===== src/rtl/mw_pkg.sv =====
// Shared constants and types for the serial page-write slave.
// Assumes a four-bit command code shifted in most significant bit first.
package mw_pkg;
    localparam int HDR_W = 4;
    localparam logic [HDR_W-1:0] HDR_CODE = 4'b0111;

    // Which field of a frame the next serial bit belongs to.
    typedef enum logic [1:0] {
        PH_HDR  = 2'd0,
        PH_ADDR = 2'd1,
        PH_DATA = 2'd2
    } phase_e;
endpackage


===== src/rtl/mw_sync.sv =====
// Multi-bit input synchroniser: a chain of STAGES flops per bit.
// Assumes each bit is independent and slow next to clk (no bus coherency).
module mw_sync #(
    parameter int W      = 4,
    parameter int STAGES = 2
) (
    input  logic         clk,
    input  logic         rst_n,
    input  logic [W-1:0] d,
    output logic [W-1:0] q
);
    logic [STAGES-1:0][W-1:0] stg;

    // Shift the raw inputs through the flop chain.
    always_ff @(posedge clk) begin
        if (!rst_n) begin
            stg <= '0;
        end else begin
            stg[0] <= d;
            for (int i = 1; i < STAGES; i++) begin
                stg[i] <= stg[i-1];
            end
        end
    end

    assign q = stg[STAGES-1];
endmodule


===== src/rtl/mw_frame.sv =====
// Frame receiver: decodes command code, address and data words from
// synchronised serial events and fills a page buffer with a wrapping pointer.
// Assumes WORD_W >= ADDR_W >= SLOT_BITS >= 2 and that nothing moves while busy.
module mw_frame
    import mw_pkg::*;
#(
    parameter int WORD_W    = 16,
    parameter int ADDR_W    = 6,
    parameter int SLOT_BITS = 2,
    localparam int SLOTS    = 1 << SLOT_BITS,
    localparam int BASE_W   = ADDR_W - SLOT_BITS
) (
    input  logic                    clk,
    input  logic                    rst_n,
    input  logic                    cs_s,
    input  logic                    cs_fall,
    input  logic                    sk_rise,
    input  logic                    di_s,
    input  logic                    pe_s,
    input  logic                    busy,
    input  logic                    commit,
    output logic                    start,
    output logic [SLOTS*WORD_W-1:0] page_o,
    output logic [SLOTS-1:0]        valid_o,
    output logic [BASE_W-1:0]       base_o
);
    localparam int BC_W = $clog2(WORD_W);
    localparam logic [BC_W-1:0] HDR_LAST  = BC_W'(HDR_W - 1);
    localparam logic [BC_W-1:0] ADDR_LAST = BC_W'(ADDR_W - 1);
    localparam logic [BC_W-1:0] WORD_LAST = BC_W'(WORD_W - 1);

    phase_e                 ph;
    logic [BC_W-1:0]        bcnt;
    logic [HDR_W-1:0]       hdr_q;
    logic [ADDR_W-1:0]      addr_q;
    logic [WORD_W-2:0]      word_q;
    logic [SLOT_BITS-1:0]   ptr_q;
    logic [WORD_W-1:0]      page_q [SLOTS];
    logic [SLOTS-1:0]       valid_q;
    logic [ADDR_W-1:0]      next_addr;
    logic                   hdr_ok;

    // Address register value after the current bit is taken.
    assign next_addr = {addr_q[ADDR_W-2:0], di_s};
    assign hdr_ok    = (hdr_q == HDR_CODE);

    // Programming may begin on a select fall with a good, non-empty frame.
    assign start = cs_fall & ~busy & (ph == PH_DATA) & hdr_ok
                 & (|valid_q) & pe_s;

    // Frame field decoding, word assembly and page slot filling.
    always_ff @(posedge clk) begin
        if (!rst_n) begin
            ph      <= PH_HDR;
            bcnt    <= '0;
            hdr_q   <= '0;
            addr_q  <= '0;
            word_q  <= '0;
            ptr_q   <= '0;
            valid_q <= '0;
            for (int s = 0; s < SLOTS; s++) begin
                page_q[s] <= '0;
            end
        end else if (busy) begin
            if (commit) begin
                valid_q <= '0;
            end
        end else if (!cs_s) begin
            ph   <= PH_HDR;
            bcnt <= '0;
            if (!start) begin
                valid_q <= '0;
            end
        end else if (sk_rise) begin
            case (ph)
                PH_HDR: begin
                    hdr_q <= {hdr_q[HDR_W-2:0], di_s};
                    if (bcnt == HDR_LAST) begin
                        bcnt <= '0;
                        ph   <= PH_ADDR;
                    end else begin
                        bcnt <= bcnt + 1'b1;
                    end
                end
                PH_ADDR: begin
                    addr_q <= next_addr;
                    if (bcnt == ADDR_LAST) begin
                        bcnt  <= '0;
                        ph    <= PH_DATA;
                        ptr_q <= next_addr[SLOT_BITS-1:0];
                    end else begin
                        bcnt <= bcnt + 1'b1;
                    end
                end
                PH_DATA: begin
                    if (hdr_ok) begin
                        word_q <= {word_q[WORD_W-3:0], di_s};
                        if (bcnt == WORD_LAST) begin
                            page_q[ptr_q]  <= {word_q, di_s};
                            valid_q[ptr_q] <= 1'b1;
                            ptr_q          <= ptr_q + 1'b1;
                            bcnt           <= '0;
                        end else begin
                            bcnt <= bcnt + 1'b1;
                        end
                    end
                end
                default: ph <= PH_HDR;
            endcase
        end
    end

    // Flatten the page buffer for the programming stage.
    for (genvar g = 0; g < SLOTS; g++) begin : g_page
        assign page_o[g*WORD_W +: WORD_W] = page_q[g];
    end

    assign valid_o = valid_q;
    assign base_o  = addr_q[ADDR_W-1:SLOT_BITS];
endmodule


===== src/rtl/mw_prog.sv =====
// Programming stage: self-timed cycle counter and register-array memory.
// Commits the marked page slots on the last cycle; read port is combinational.
// Assumes PROG_CYCLES >= 2 and that page inputs are held while busy.
module mw_prog #(
    parameter int WORD_W      = 16,
    parameter int ADDR_W      = 6,
    parameter int SLOT_BITS   = 2,
    parameter int PROG_CYCLES = 40,
    localparam int SLOTS      = 1 << SLOT_BITS,
    localparam int BASE_W     = ADDR_W - SLOT_BITS,
    localparam int DEPTH      = 1 << ADDR_W
) (
    input  logic                    clk,
    input  logic                    rst_n,
    input  logic                    start,
    input  logic [SLOTS*WORD_W-1:0] page_i,
    input  logic [SLOTS-1:0]        valid_i,
    input  logic [BASE_W-1:0]       base_i,
    input  logic [ADDR_W-1:0]       rd_addr_i,
    output logic                    busy_o,
    output logic                    commit_o,
    output logic [WORD_W-1:0]       rd_data_o
);
    localparam int CNT_W = $clog2(PROG_CYCLES + 1);
    localparam logic [CNT_W-1:0] CNT_LOAD = CNT_W'(PROG_CYCLES - 1);

    logic [CNT_W-1:0]  cnt_q;
    logic              busy_q;
    logic [WORD_W-1:0] mem_q [DEPTH];

    // Count down the programming cycle after a start pulse.
    always_ff @(posedge clk) begin
        if (!rst_n) begin
            busy_q <= 1'b0;
            cnt_q  <= '0;
        end else if (start) begin
            busy_q <= 1'b1;
            cnt_q  <= CNT_LOAD;
        end else if (busy_q) begin
            if (cnt_q == '0) begin
                busy_q <= 1'b0;
            end else begin
                cnt_q <= cnt_q - 1'b1;
            end
        end
    end

    assign commit_o = busy_q & (cnt_q == '0);

    // Write the marked page slots into the array on the final cycle.
    always_ff @(posedge clk) begin
        if (!rst_n) begin
            for (int a = 0; a < DEPTH; a++) begin
                mem_q[a] <= '0;
            end
        end else if (commit_o) begin
            for (int s = 0; s < SLOTS; s++) begin
                if (valid_i[s]) begin
                    mem_q[{base_i, SLOT_BITS'(s)}] <= page_i[s*WORD_W +: WORD_W];
                end
            end
        end
    end

    assign busy_o    = busy_q;
    assign rd_data_o = mem_q[rd_addr_i];
endmodule


===== src/rtl/mw_page_slave.sv =====
// Top of the serial page-write slave: synchronises the pins, detects edges,
// connects receiver and programming stage, and drives the busy/ready status.
// Assumes the host holds each serial level for at least three clk periods.
module mw_page_slave #(
    parameter int WORD_W      = 16,
    parameter int ADDR_W      = 6,
    parameter int SLOT_BITS   = 2,
    parameter int PROG_CYCLES = 40,
    parameter int SYNC_STAGES = 2
) (
    input  logic              clk,
    input  logic              rst_n,
    input  logic              sel_i,
    input  logic              sclk_i,
    input  logic              sdi_i,
    input  logic              prog_en_i,
    input  logic [ADDR_W-1:0] rd_addr_i,
    output logic              dout_o,
    output logic              dout_oe_o,
    output logic [WORD_W-1:0] rd_data_o
);
    localparam int SLOTS  = 1 << SLOT_BITS;
    localparam int BASE_W = ADDR_W - SLOT_BITS;

    logic [3:0]              pins_s;
    logic                    cs_s, sk_s, di_s, pe_s;
    logic                    cs_d, sk_d;
    logic                    cs_fall, sk_rise;
    logic                    start, busy, commit, stat_q;
    logic [SLOTS*WORD_W-1:0] page;
    logic [SLOTS-1:0]        valid;
    logic [BASE_W-1:0]       base;

    mw_sync #(.W(4), .STAGES(SYNC_STAGES)) u_sync (
        .clk   (clk),
        .rst_n (rst_n),
        .d     ({prog_en_i, sdi_i, sclk_i, sel_i}),
        .q     (pins_s)
    );

    assign cs_s = pins_s[0];
    assign sk_s = pins_s[1];
    assign di_s = pins_s[2];
    assign pe_s = pins_s[3];

    // Previous synchronised levels for edge detection.
    always_ff @(posedge clk) begin
        if (!rst_n) begin
            cs_d <= 1'b0;
            sk_d <= 1'b0;
        end else begin
            cs_d <= cs_s;
            sk_d <= sk_s;
        end
    end

    assign cs_fall = cs_d & ~cs_s;
    assign sk_rise = sk_s & ~sk_d & cs_s;

    mw_frame #(.WORD_W(WORD_W), .ADDR_W(ADDR_W), .SLOT_BITS(SLOT_BITS)) u_frame (
        .clk     (clk),
        .rst_n   (rst_n),
        .cs_s    (cs_s),
        .cs_fall (cs_fall),
        .sk_rise (sk_rise),
        .di_s    (di_s),
        .pe_s    (pe_s),
        .busy    (busy),
        .commit  (commit),
        .start   (start),
        .page_o  (page),
        .valid_o (valid),
        .base_o  (base)
    );

    mw_prog #(.WORD_W(WORD_W), .ADDR_W(ADDR_W), .SLOT_BITS(SLOT_BITS),
              .PROG_CYCLES(PROG_CYCLES)) u_prog (
        .clk       (clk),
        .rst_n     (rst_n),
        .start     (start),
        .page_i    (page),
        .valid_i   (valid),
        .base_i    (base),
        .rd_addr_i (rd_addr_i),
        .busy_o    (busy),
        .commit_o  (commit),
        .rd_data_o (rd_data_o)
    );

    // Status is armed by a started write and disarmed by a select fall when ready.
    always_ff @(posedge clk) begin
        if (!rst_n) begin
            stat_q <= 1'b0;
        end else if (start) begin
            stat_q <= 1'b1;
        end else if (cs_fall && !busy) begin
            stat_q <= 1'b0;
        end
    end

    assign dout_oe_o = stat_q & cs_s;
    assign dout_o    = dout_oe_o & ~busy;
endmodule


===== config.mk =====
export PLATFORM = sky130hd
export DESIGN_NAME = mw_page_slave
export DESIGN_NICKNAME = d
export VERILOG_FILES = /design/src/rtl/mw_pkg.sv /design/src/rtl/mw_sync.sv /design/src/rtl/mw_frame.sv /design/src/rtl/mw_prog.sv /design/src/rtl/mw_page_slave.sv
export SDC_FILE = /design/constraint.sdc
export NUM_CORES = 2
export LEC_CHECK = 0
export BUFFER_PORTS_ARGS = -buffer_cell sky130_fd_sc_hd__buf_2
export CAP_MARGIN = 10
export CORE_MARGIN = 4
export CORE_UTILIZATION = 40
export CTS_BUF_LIST = sky130_fd_sc_hd__clkbuf_8
export DETAILED_ROUTE_END_ITERATION = 8
export PLACE_DENSITY_LB_ADDON = 0.08
export SYNTH_ARGS = -nofsm -noshare
export SYNTH_HDL_FRONTEND = slang
export SYNTH_SLANG_ARGS = --single-unit
export TNS_END_PERCENT = 100

===== constraint.sdc =====
create_clock -name clk -period 8.3 [get_ports clk]
set_clock_uncertainty 0.15 [all_clocks]
set_input_delay 0.415 -clock clk [delete_from_list [all_inputs] [get_ports clk]]
set_output_delay 0.415 -clock clk [all_outputs]
set_load 0.02 [all_outputs]

* Word level (Yosys, flattened, before mapping) *
Memory sizes are Yosys's and may differ from the RTL's.
Cells that the tools add are included.

word-level totals
  flip-flop bits (word level) = 55
  bits in writable memories = 1088
  word-level logic and storage cells = 159
  memories kept = 2

memory list
  name            depth  bits a word  rd ports  clocked after memory_dff  write ports  line            source
  u_prog.mem_q    64     16           1         0                         64           mw_prog.sv:29   logic [WORD_W-1:0] mem_q [DEPTH];
  u_frame.page_q  4      16           4         0                         4            mw_frame.sv:38  logic [WORD_W-1:0] page_q [SLOTS];

operators by class
  $add $sub $neg = 3
  $lt $le $gt $ge = 2
  equality and inequality tests = 22
  multiplexer cells = 74
  bitwise gates (word level) = 17
  reductions and logical operators = 24

operators by type and width
  cell                                                                    count
  16-bit 2-to-1 mux                                                       5
  16-bit OR reduction                                                     5
  4-bit 2-to-1 mux                                                        14
  6-bit 2-to-1 mux                                                        7
  1-bit 2-to-1 mux                                                        36
  2-bit 2-to-1 mux                                                        8
  3-bit by 1-bit != test with 1-bit output (second input constant)        4
  3-bit by 2-bit != test with 1-bit output (second input constant)        4
  4-bit one-hot mux with 3 select lines                                   1
  4-bit AND reduction                                                     3
  1-bit bitwise AND                                                       11
  2-bit != test (second input constant)                                   5
  5-bit AND reduction                                                     2
  4-bit by 3-bit equality test with 1-bit output (second input constant)  2
  7-bit AND reduction                                                     1
  6-bit logical NOT                                                       1
  2-bit one-hot mux with 3 select lines                                   1
  6-bit AND reduction                                                     1
  2-bit nonzero test                                                      3
  6-bit by 1-bit subtractor with 6-bit output (second input constant)     1
  1-bit inverter                                                          5
  4-bit by 1-bit adder with 4-bit output (second input constant)          1
  4-bit by 2-bit equality test with 1-bit output (second input constant)  1
  4-bit equality test (second input constant)                             1
  other kinds (16)                                                        19

* Depth between registers and ports, before layout *
  depth in word-level cells = 11
  gate-level depth with buffers = 10
  gate-level depth less buffers = 7

* Cells and area by module *
Synthesis repeated with hierarchy kept, for this count alone.

second synthesis, totals
  cells, all modules = 3406
  area, all modules = 52105.0 sq um

modules (own cells, without submodules)
  module         instances  cells an instance  area an instance (sq um)  seq. area each (sq um)
  mw_prog        1          3015               47421.7                   30889.6
  mw_frame       1          359                4325.4                    2662.6
  mw_sync        1          20                 240.2                     160.2
  mw_page_slave  1          12                 117.6                     60.1

* Worst setup path before layout *
Ideal clock, no wire load.

  path type = reg-to-reg
  start point = reg u_frame.ph[0]
  end point = mem u_frame.page_q[3][0] (enable)
  setup time = 435 ps
  arrival = 2787 ps
  slack = 4927 ps
  cell stages (with the launch flop) = 6
  period minus slack after synthesis = 3373 ps
  cell sequence = dfxtp_1 -> inv_1 -> ha_1 -> clkbuf_1 -> nand3_1 -> o41ai_1

RTL lines
  element                 line            source
  start, declared         mw_frame.sv:32  phase_e ph;
  start signal, assigned  mw_frame.sv:54  ph <= PH_HDR;
  start signal, assigned  mw_frame.sv:69  ph <= PH_HDR;
  start signal, assigned  mw_frame.sv:80  ph <= PH_ADDR;
  end, declared           mw_frame.sv:38

* Worst setup path in the final report *
  start point = in rd_addr_i[2]
  end point = out rd_data_o[7]

on the way
  longest elaborated chain between the ends = 1

ends and longest elaborated chain
  element                  line                 source
  start, declared          mw_page_slave.sv:17  input logic [ADDR_W-1:0] rd_addr_i,
  memory read 64 x 16 bit  --
  end, declared            mw_page_slave.sv:20  output logic [WORD_W-1:0] rd_data_o

No other way between the ends.

==> impl_metrics.py <==
metrics = {
    "status": {
        "outcome": "finished, final reports clean",
    },
    "detailed_routing": {
        "drt-initial-drc-count": 4861,
        "postRouteWirelength_um": 189400,
        "wire_per_inst_um": 34.66,
        "vias": 31600,
        "drcViolationCount": 0,
        "viasPerCell": 5.782,
        "drtAntennaViolNets": 0,
        "firstDrtPassIters": 5,
    },
    "logic_synthesis": {
        "synth-main-ff-cell": "edfxtp_1",
        "ys_seq_area_share_pct": 64.92,
        "synthTopCellsByArea": "edfxtp_1, and2_1, mux4_2, dfxtp_1, mux2i_1",
        "synth_cells": 3410,
        "yosysTopAreaCell": "edfxtp_1",
        "synthesis.nets": 3433,
        "syn_area_mm2": 0.05202,
        "synth-edff-count": 1088,
        "synth_seq_cells": 1143,
        "syn_avg_cell_area_um2": 15.25,
        "ys_types": 60,
        "ys_warn_count": 0,
        "netlist.area_leader.share_pct": 62.81,
        "async_reset_ff_share_pct": 0,
    },
    "setup_path": {
        "start_kind": "input port",
        "crit_path_max_incr_delay_ps": 770,
        "critical-path-slowest-cell": "o32ai_1",
        "crit_path_cell_trace": "buf_6 -> buf_4 -> buf_4 -> nand2b_1 -> o221ai_1 -> o32ai_1 -> buf_2",
        "ff2ff_path_depth": 4,
        "crit_type": "in2out",
        "arrival_ps": 4160,
        "path_buf_inv": 4,
        "cp_common_cell": "buf_4",
        "rr_startpoint": "u_sync.q[0]$_SDFF_PN0_",
        "r2r_end": "u_frame.page_q[1][2]$_SDFFCE_PN0P_",
        "worst_path_dominant_cell_family": "buffers and inverters",
        "ff2ff_setup_slack_ps": 4070,
        "worstSetupEndpointType": "primary output",
        "crit_fanout": 57,
        "required_ps": 7740,
    },
    "timing": {
        "worst_pin_slew_ps": 1398,
        "setup_ws_ps": 3571,
        "relSlewSlack_pct": 6.779,
        "fin_crit_ps": 4729,
        "finalCritPeriodShare_pct": 56.98,
        "maxSlewViolCount": 0,
        "fmaxAchievable_mhz": 211.5,
        "fin_setup_tns_ps": 0,
        "rsz0062_at_grt": "no",
        "hold_viol": 0,
        "setup_viol": 0,
    },
    "power_and_ir_drop": {
        "pwr-share-comb_pct": 7.3,
        "pwr-share-clk_pct": 38.8,
        "p_seq_share_pct": 53.9,
        "p_int_mw": 9.063,
        "leakage_nw": 20.76,
        "powerDensity_mw_per_mm2": 209.8,
        "max-vdd-ir-drop_mv": 0.1781,
        "power.switching_mw": 3.078,
        "p_sw_share_pct": 25.35,
    },
    "global_route": {
        "grt_pass1_wl_um": 260800,
        "grt_max_degree": 90,
        "first_global_vias": 31920,
        "grt_usage_pct": 27.86,
        "antenna_found_initial": 51,
        "globalRouteOverflowTotal": 0,
    },
    "run": {
        "max_cap_violations": 0,
    },
    "cts": {
        "clk_pin_slew_ps": 60,
        "clk_path_buf_depth": 3,
        "cts_root_buffer": "clkbuf_8",
        "h-tree-depth": 4,
        "cts_tree": "done",
        "cts_buffers": 199,
        "cts_sinks": 1143,
        "cts_setup_buffers": 0,
        "clock_latency_ps": 900,
    },
    "floorplan": {
        "die_w_um": 368.6,
        "die_area_mm2": 0.1359,
        "core_mm2": 0.1293,
        "rows": 132,
        "start_util_pct": 40.23,
        "die_h_um": 368.6,
        "io_pins": 30,
    },
    "placement": {
        "place_congestion": 0.8894,
        "pre_cts_ws_ps": 3580,
        "port-buffer-count": 29,
        "place_hpwl_um": 115300,
    },
    "worst_hold_path": {
        "worstHoldStart": "sdi_i",
        "min_path_type": "in2reg",
        "hold_path_depth": 3,
        "min_to": "u_sync.stg[2]$_SDFF_PN0_",
    },
    "cells_and_area": {
        "area_growth_pct": 11.26,
        "nets": 3552,
        "drive_gt1_share_pct": 20.43,
    },
}
layer usage:
| layer | GRT usage [%] | vias up | wire (um) |
|---|---|---|---|
| met5 | 0 | - | 45 |
| met4 | 9.950 | 6 | 6181 |
| met3 | 6.067 | 265 | 18770 |
| met2 | 43.58 | 1789 | 88240 |
| met1 | 38.54 | 16600 | 76170 |
| li1 | - | 12930 | - |
cell type report:
cell class                      count  area, um2
Fill cell                       11520      71440
Sequential cell                  1143      33770
Multi-Input combinational cell   1988      16920
Clock buffer                      202       2780
Tap cell                         1742       2180
Timing Repair Buffer              185       1380
Clock inverter                    161      725.7
Antenna cell                       32      80.08
Inverter                           12      45.04
cells in the final DEF (no fill, tap or decap), types with 20 or more instances in the layout:
master    Yosys  final
o21ai_1       1     61
mux2i_1      64     64
a211oi_1     24     24
clkbuf_8      0    202
buf_2        36     25
nor2b_1      34     34
nor2_1       24     24
clkinv_1      0     62
mux4_2      230    230
and2_1     1103   1103
mux2_2       35     35
a21oi_1      47     47
nand2_1      70     70
diode_2       0     32
nor2_4       55     55
o221ai_1     22     22
dfxtp_1      55     55
edfxtp_1   1088   1088
buf_4        32    148
inv_1        11     82
a22oi_1      40     40
o22ai_1      20     20
nand3_1      20     20
repair_timing:
| action | in CTS | in global routing |
|---|---|---|
| hold buffers | 6 | 0 |
| endpoints found under the hold margin | 7 | 0 |
| gates resized for setup | 0 | 0 |
worst min-delay path: stages:
cell,delay [ps]
dlygate4sd3_1,520
buf_2,90
and2_1,100
state kept, by name, indices dropped and copies added (netlist names):
| signal | cells |
|---|---|
| stat_q | 1 |
| sk_d | 1 |
| u_sync.q | 4 |
| u_sync.stg | 4 |
| u_frame.word_q | 15 |
| u_frame.page_q | 64 |
| u_frame.ph | 2 |
| u_prog.cnt_q | 6 |
| u_frame.addr_q | 6 |
| u_prog.busy_o | 1 |
| u_prog.mem_q | 1024 |
| u_frame.hdr_q | 4 |
| cs_d | 1 |
| u_frame.valid_o | 4 |
| u_frame.ptr_q | 2 |
| u_frame.bcnt | 4 |
metrics by stage:
stage	hold WS, ps	utilization, %	instances	power, mW	instance area [um2]
6_report	107.0	44.76	5465	12.14	57880
5_1_grt	56.81	44.70	5435	12.53	57800
4_1_cts	3.738	44.68	5431	12.22	57780
3_5_place_dp	274.7	41.92	5062	7.540	54210
3_3_place_gp	266.1	41.92	5062	7.530	54210
2_1_floorplan	261.9	-	3410	7.091	52020
cells by family (layout without fill, tap and decap cells):
| kind of cell | after synthesis | count (layout) | share of synthesized area, % |
|---|---|---|---|
| other | 0 | 32 | 0 |
| AOI/OAI and AO/OA | 279 | 279 | 3.577 |
| muxes | 329 | 329 | 11.95 |
| DFF | 1143 | 1143 | 64.92 |
| buffers and inverters | 279 | 560 | 2.603 |
| and+or+nand+nor | 1365 | 1365 | 16.62 |
| adders and majority gates | 11 | 11 | 0.2646 |
| xor gates and xnor gates | 4 | 4 | 0.06734 |
power by group through the flow:
stage | clock network, mW | registers (mW) | logic, mW
after global placement | 0 | 6.65 | 0.876
final | 4.71 | 6.54 | 0.885
after CTS | 4.79 | 6.54 | 0.881
after floorplan | 0 | 6.64 | 0.453
after global routing | 5.07 | 6.56 | 0.907
after detailed placement | 0 | 6.66 | 0.877
Yosys cell counts (40+ instances only):
library cell / n
clkbuf_1: 139
clkbuf_2: 41
edfxtp_1: 1088
a22oi_1: 40
o21ai_0: 69
nor2_4: 55
nand2_1: 70
a21oi_1: 47
and2_1: 1103
dfxtp_1: 55
mux2i_1: 64
mux4_2: 230
how the worst max path moves through the flow:
stage                               start                             end  depth (start not counted)  slack (ps)
2_1_floorplan  u_frame.ph[0]$_SDFFE_PN0P_  u_frame.page_q[3][0]$_DFFE_PP_                          5        4930
3_3_place_gp                 rd_addr_i[0]                   rd_data_o[12]                          8        3580
3_5_place_dp                 rd_addr_i[0]                   rd_data_o[12]                          8        3580
4_1_cts                      rd_addr_i[0]                   rd_data_o[12]                          8        3590
5_1_grt                      rd_addr_i[2]                   rd_data_o[14]                          8        3400
6_report                     rd_addr_i[2]                    rd_data_o[7]                          7        3570
Note: power is estimated with default switching activity, not from simulation.
